**src/rtl/blmd_pkg.sv**
```systemverilog
package blmd_pkg;

  localparam int LANE_W  = 8;
  localparam int N_LANES = 2;
  localparam int BUS_W   = LANE_W * N_LANES;

  typedef enum logic [1:0] {
    ACC_IDLE  = 2'd0,
    ACC_READ  = 2'd1,
    ACC_WRITE = 2'd2
  } acc_t;

  typedef struct packed {
    logic ce_n;
    logic oe_n;
    logic we_n;
  } lane_ctl_t;

  // Read-only content: seed mixed with the index and its complement.
  function automatic logic [BUS_W-1:0] rom_word(input logic [15:0] idx,
                                                input logic [15:0] seed);
    logic [7:0] i8;
    i8 = idx[7:0];
    return seed ^ {i8, ~i8};
  endfunction

endpackage

```
**src/rtl/blmd_decode.sv**
```systemverilog
module blmd_decode
  import blmd_pkg::*;
#(
  parameter int WA_W = 8
) (
  input  logic [WA_W-1:0]               wa_i,
  input  logic                          a0_i,
  input  logic                          bhe_n_i,
  input  logic                          rd_n_i,
  input  logic                          wr_n_i,
  input  logic                          mio_i,
  output acc_t                          acc_o,
  output logic                          rom_o,
  output lane_ctl_t [N_LANES-1:0]       ctl_o
);

  logic               mem_rd;
  logic               mem_wr;
  logic [N_LANES-1:0] lane_req;

  always_comb begin
    mem_rd = mio_i & ~rd_n_i;
    // read takes precedence when both strobes are low
    mem_wr = mio_i & ~wr_n_i & rd_n_i;
    if (mem_rd)      acc_o = ACC_READ;
    else if (mem_wr) acc_o = ACC_WRITE;
    else             acc_o = ACC_IDLE;
    rom_o       = wa_i[WA_W-1];
    lane_req[0] = ~a0_i;
    lane_req[1] = ~bhe_n_i;
  end

  for (genvar l = 0; l < N_LANES; l++) begin : g_lane
    logic sel;
    always_comb begin
      if (rom_o) sel = (acc_o == ACC_READ);
      else       sel = (acc_o != ACC_IDLE) & lane_req[l];
      ctl_o[l].ce_n = ~sel;
      ctl_o[l].oe_n = rd_n_i | ~mio_i | ~sel;
      ctl_o[l].we_n = ~(sel & (acc_o == ACC_WRITE) & ~rom_o);
    end
  end

endmodule

```
**src/rtl/blmd_ram_lane.sv**
```systemverilog
module blmd_ram_lane #(
  parameter int AW     = 7,
  parameter int LANE_W = 8
) (
  input  logic              clk,
  input  logic              wr_en_i,
  input  logic [AW-1:0]     addr_i,
  input  logic [LANE_W-1:0] wdata_i,
  output logic [LANE_W-1:0] rdata_o
);

  localparam int DEPTH = 1 << AW;

  logic [LANE_W-1:0] mem_q [DEPTH];

  always_ff @(posedge clk) begin
    if (wr_en_i) begin
      mem_q[addr_i] <= wdata_i;
    end
  end

  assign rdata_o = mem_q[addr_i];

endmodule

```
**src/rtl/blmd_rom_lane.sv**
```systemverilog
module blmd_rom_lane
  import blmd_pkg::*;
#(
  parameter int          AW   = 7,
  parameter int          LANE = 0,
  parameter logic [15:0] SEED = 16'hA55A
) (
  input  logic [AW-1:0]     addr_i,
  output logic [LANE_W-1:0] rdata_o
);

  logic [BUS_W-1:0] word;

  always_comb begin
    word    = rom_word(16'(addr_i), SEED);
    rdata_o = word[LANE*LANE_W +: LANE_W];
  end

endmodule

```
**src/rtl/byte_lane_mem_dec.sv**
```systemverilog
module byte_lane_mem_dec
  import blmd_pkg::*;
#(
  parameter int          WA_W     = 8,
  parameter logic [15:0] ROM_SEED = 16'hA55A
) (
  input  logic            clk,
  input  logic            rst_n,
  input  logic [WA_W-1:0] wa_i,
  input  logic            a0_i,
  input  logic            bhe_n_i,
  input  logic            rd_n_i,
  input  logic            wr_n_i,
  input  logic            mio_i,
  input  logic [15:0]     wdata_i,
  output logic            even_ce_n_o,
  output logic            even_oe_n_o,
  output logic            even_we_n_o,
  output logic            odd_ce_n_o,
  output logic            odd_oe_n_o,
  output logic            odd_we_n_o,
  output logic            rom_sel_o,
  output logic [15:0]     rdata_o
);

  localparam int BANK_AW = WA_W - 1;

  // reset: asserted asynchronously, released on the clock
  logic rst_meta_q, rst_sync_q;
  always_ff @(posedge clk or negedge rst_n) begin
    if (!rst_n) begin
      rst_meta_q <= 1'b0;
      rst_sync_q <= 1'b0;
    end else begin
      rst_meta_q <= 1'b1;
      rst_sync_q <= rst_meta_q;
    end
  end

  acc_t                    acc;
  logic                    rom;
  lane_ctl_t [N_LANES-1:0] ctl;
  logic [BANK_AW-1:0]      bank_idx;
  logic [BUS_W-1:0]        rd_next;
  logic [BUS_W-1:0]        rdata_q;

  assign bank_idx = wa_i[BANK_AW-1:0];

  blmd_decode #(.WA_W(WA_W)) u_dec (
    .wa_i    (wa_i),
    .a0_i    (a0_i),
    .bhe_n_i (bhe_n_i),
    .rd_n_i  (rd_n_i),
    .wr_n_i  (wr_n_i),
    .mio_i   (mio_i),
    .acc_o   (acc),
    .rom_o   (rom),
    .ctl_o   (ctl)
  );

  for (genvar l = 0; l < N_LANES; l++) begin : g_lane
    logic [LANE_W-1:0] ram_b;
    logic [LANE_W-1:0] rom_b;
    logic              wr_en;

    assign wr_en = ~ctl[l].we_n;

    blmd_ram_lane #(.AW(BANK_AW), .LANE_W(LANE_W)) u_ram (
      .clk     (clk),
      .wr_en_i (wr_en),
      .addr_i  (bank_idx),
      .wdata_i (wdata_i[l*LANE_W +: LANE_W]),
      .rdata_o (ram_b)
    );

    blmd_rom_lane #(.AW(BANK_AW), .LANE(l), .SEED(ROM_SEED)) u_rom (
      .addr_i  (bank_idx),
      .rdata_o (rom_b)
    );

    always_comb begin
      if (!ctl[l].ce_n && acc == ACC_READ)
        rd_next[l*LANE_W +: LANE_W] = rom ? rom_b : ram_b;
      else
        rd_next[l*LANE_W +: LANE_W] = '0;
    end
  end

  always_ff @(posedge clk or negedge rst_sync_q) begin
    if (!rst_sync_q) rdata_q <= '0;
    else             rdata_q <= rd_next;
  end

  assign rdata_o     = rdata_q;
  assign even_ce_n_o = ctl[0].ce_n;
  assign even_oe_n_o = ctl[0].oe_n;
  assign even_we_n_o = ctl[0].we_n;
  assign odd_ce_n_o  = ctl[1].ce_n;
  assign odd_oe_n_o  = ctl[1].oe_n;
  assign odd_we_n_o  = ctl[1].we_n;
  assign rom_sel_o   = rom & (acc != ACC_IDLE);

endmodule

```
**config.mk**
```make
export PLATFORM = sky130hd
export DESIGN_NAME = byte_lane_mem_dec
export DESIGN_NICKNAME = d
export VERILOG_FILES = /design/src/rtl/blmd_pkg.sv /design/src/rtl/blmd_decode.sv /design/src/rtl/blmd_ram_lane.sv /design/src/rtl/blmd_rom_lane.sv /design/src/rtl/byte_lane_mem_dec.sv
export SDC_FILE = /design/constraint.sdc
export NUM_CORES = 2
export LEC_CHECK = 0
export ABC_AREA = 1
export BUFFER_PORTS_ARGS = -buffer_cell sky130_fd_sc_hd__buf_4
export CAP_MARGIN = 20
export CORE_ASPECT_RATIO = 1.25
export CORE_MARGIN = 2
export CORE_UTILIZATION = 35
export DETAILED_ROUTE_END_ITERATION = 10
export PLACE_DENSITY_LB_ADDON = 0.12
export SLEW_MARGIN = 20
export SYNTH_ARGS = -nofsm -noshare
export SYNTH_HDL_FRONTEND = slang
export SYNTH_SLANG_ARGS = --single-unit
```
**constraint.sdc**
```tcl
create_clock -name clk -period 1.2 [get_ports clk]
set_clock_uncertainty 0.2 [all_clocks]
set_input_delay 0.12 -clock clk [delete_from_list [all_inputs] [get_ports clk]]
set_output_delay 0.12 -clock clk [all_outputs]
set_load 0.01 [all_outputs]
```
==> results.yml <==
place:
  gpl.final_weighted_congestion: 0.8647
  port-buffer-count: 53
  place_worst_setup_slack_ns: -2.140
  placed_cells_incl_taps: 12270
  dp_hpwl_mm: 188.9
clock_network:
  insertion_delay_ns: 0.91
  numClockSinks: 2066
  path_clk_slew_ns: 0.06
  clockBufferDepth: 4
  clock_root_buffer: "sky130_fd_sc_hd__clkbuf_16"
  tritoncts_buffers: 220
  cts_tree: "yes"
  cts.htree.levels: 4
synth:
  synthDominantAreaCellType: "sky130_fd_sc_hd__edfxtp_1"
  netlist.area_leader.share_pct: 70.39
  ys.warnings.count: 0
  post_synth_num_cell_types: 30
  synth_enable_flop_cells: 2048
  ys_seq_elements: 2066
  postSynthAreaPerCell_um2: 10.33
  yosysSeqAreaShare_pct: 70.90
  post_synth_main_area_contributors: "sky130_fd_sc_hd__edfxtp_1 (70%), sky130_fd_sc_hd__nand2_1 (22%), sky130_fd_sc_hd__nor3_1 (1.5%), sky130_fd_sc_hd__buf_2 (1.3%), sky130_fd_sc_hd__nor2_1 (0.88%)"
  synth.top_cells.by_count: "sky130_fd_sc_hd__nand2_1 (5182), sky130_fd_sc_hd__edfxtp_1 (2048), sky130_fd_sc_hd__nor3_1 (257)"
  synthArstFlopShare_pct: 0.8712
  synth.most_common_cell: "sky130_fd_sc_hd__nand2_1"
  synth_nets: 8492
  synth_flop_cell: "sky130_fd_sc_hd__edfxtp_1"
  synthesis.instances: 8461
  syn_std_cell_area_um2: 87370
layout:
  num-fill-cells: 22810
  final_layout_size_suffix_gt1_share_pct: 21.83
  area.growth.synth_to_final_pct: 32.98
  layout.cells.non_filler: 12830
  nets: 9373
  final-seq-area_um2: 61960
  multi_input_area_um2: 27180
  final_util_pct: 46.70
grt:
  grt_pass1_wl_mm: 431.1
  grt_start_max_net_pins: 108
  antenna_found_initial: 9
  groute.usage.overall_pct: 23.09
  globalRoute.totalOverflow: 0
  first_global_vias: 61480
pwr:
  irDropWorstVdd_mv: 1.146
  power.combinational.fraction_pct: 8.7
  switching_share_pct: 23.66
  clock_power_share_pct: 41.5
  intPower_mw: 121.7
  finalPower_mw: 159.4
  switchingPower_mw: 37.72
  power.density_nw_per_um2: 1372
  leakage_nw: 49.50
  sequential_share_of_power_pct: 49.8
route:
  routed-via-count: 62240
  final_antenna_net_count: 0
  avgRoutedWirePerCell_um: 23.03
  detailed_router_s_first_iteration_violation_count: 5320
  post_drt_via_cell_ratio: 4.851
  finalWirelength_mm: 295.5
  firstDrtPassIters: 8
  post-route-drc-count: 0
worst_setup_path:
  cp_cell_sequence: "nand2_1 -> nand2_1 -> nand2_1 -> nand2_1 -> nand2_1 -> nand2_1 -> nand2_1 -> nand2_2 -> nor2_4 -> nor2_2 -> nor2_4 -> nand2_2 -> nand2_2 -> a21oi_4"
  path_class: "reg -> reg"
  reg2reg_depth: 14
  worstReg2RegEnd: "rdata_o[0]"
  reg2reg_from: "g_lane[0].u_ram.mem_q[28][0]"
  critical_path_buf_inv_count: 0
  crit_start: "g_lane[0].u_ram.mem_q[28][0]"
  path_common_cell: "sky130_fd_sc_hd__nand2_1"
  critical_path.max_stage_delay_ns: 0.35
  critical_path_peak_fanout: 1
  worst-endpoint-arrival_ns: 2.57
  worst-r2r-setup-slack_ns: -0.80
  critPathRequiredTime_ns: 1.77
  worst_setup_path_start_kind: "flop"
  gate_family_responsible_for_the_most_delay_along_the_worst_path: "simple AND/OR/NAND/NOR gates"
  end_kind: "flop"
  critPathSlowestCell: "sky130_fd_sc_hd__edfxtp_1"
hold_path:
  timing.hold.worst.start: "wa_i[7]"
  min_delay_path_depth: 4
  worstHoldPathType: "in -> reg"
  worst_hold_path.endpoint: "rdata_o[14]"
die:
  initial_utilization_pct: 35.12
  die_height_um: 562.6
  dieArea_um2: 253700
  chipWidth_um: 450.9
  io_pins: 54
  core_region_area_um2: 248800
  rows: 205
sta:
  timing_hold_violations_final: 114
  rsz0062_at_grt: "true"
  fin_worst_hold_slack_ns: -0.4228
  final_critical_path_setup_slack_ns: -0.7965
  fin_crit_ns: 1.997
  slew_viol_final: 0
  timing.slew.headroom_pct: 45.26
  transition_time_of_the_tightest_slew_check_pin_ns: 0.8211
  timing.fmax_mhz: 500.9
  final_min_period_over_clock_period_pct: 166.4
  setup_viol: 2055
  timing.setup.tns_ns: -771.30
run:
  maxCapViolCount: 0
status:
  violations: "negative hold slack, negative setup slack"
  status: "finished, violations left"
[cell usage in the layout (no fill, tap or decap), types with 66 or more instances in the layout]
cell type	instances
sky130_fd_sc_hd__nand2_1	4939
sky130_fd_sc_hd__edfxtp_1	2048
sky130_fd_sc_hd__buf_4	524
sky130_fd_sc_hd__buf_12	450
sky130_fd_sc_hd__nor3_4	250
sky130_fd_sc_hd__clkbuf_16	226
sky130_fd_sc_hd__nand2_2	195
sky130_fd_sc_hd__nor2_1	97
sky130_fd_sc_hd__nor2_4	78
sky130_fd_sc_hd__buf_6	66
[worst reg2reg max path, delay by kind of cell (launching register included)]
kind / cells / cell delay [ns]
DFF: 1 / 0.35
AOI/OAI and AO/OA: 1 / 0.08
and+or+nand+nor: 13 / 1.27
[layer usage]
layer  global-route usage, %  wire length, um  vias up
li1                        -                -    29640
met1                   30.03           122800    30650
met2                   40.22           148900     1522
met3                   2.341            12930      418
met4                   7.801            10810        4
met5                       0               27        -
[registers in the layout (all words and copies together) (netlist names)]
signal / flops
rst_meta_q: 1
rst_sync_q: 1
rdata_o: 16
g_lane.u_ram.mem_q: 2048
[cells by family (layout without fill, tap and decap cells)]
logic type,after synthesis,after routing,synth area share [%]
AOI/OAI and AO/OA,106,106,0.7074
buffers and inverters,551,1604,3.153
DFF,2066,2066,70.90
other,1,3,0.004292
and+or+nand+nor,5737,5737,25.23
[stage by stage]
| stage | instance area [um^2] | hold slack [ns] |
|---|---|---|
| after floorplan | 91810 | -0.3756 |
| after global placement | 104600 | -0.2935 |
| after detailed placement | 104600 | -0.2926 |
| after CTS | 115100 | -0.5324 |
| after global routing | 116200 | -0.4307 |
| final | 116200 | -0.4228 |
[area by class of cell]
cell class	count	area share, %
inverter	82	0.4361
clock inverter	113	0.8669
antenna	2	0.004308
multi-input combinational	5844	23.40
clock buffer	281	4.999
timing repair buffer	1127	13.38
timing repair inverter	1	0.01400
sequential	2066	53.33
tap	3312	3.567
[what timing repair did]
action                                   CTS  global route
resized for setup                        473           260
hold buffers                              27             4
setup buffers                             97            31
gates cloned                              27             3
hold endpoints to repair                2317           133
endpoints found under the setup margin  2070          2078
pin swaps                                197           246
[worst max path at each step]
stage / to / slack [ns] / cells past startpoint
final: rdata_o[0] / -0.80 / 14
after global routing: rdata_o[6] / -0.88 / 12
after CTS: rdata_o[6] / -0.82 / 12
after detailed placement: rdata_o[0] / -2.14 / 20
after global placement: rdata_o[0] / -2.20 / 20
after floorplan: g_lane[0].u_ram.mem_q[72][0] / -1.04 / 8
[power by group through the flow]
stage	sequential (mW)	combinational, mW	clock [mW]
2_1_floorplan	80.9	5.84	0
3_3_place_gp	80.9	12.0	0
3_5_place_dp	80.9	12.1	0
4_1_cts	79.4	13.6	67.5
5_1_grt	79.3	14.9	70.1
6_report	79.4	13.8	66.2
Note: power is estimated with default switching activity, not from simulation.
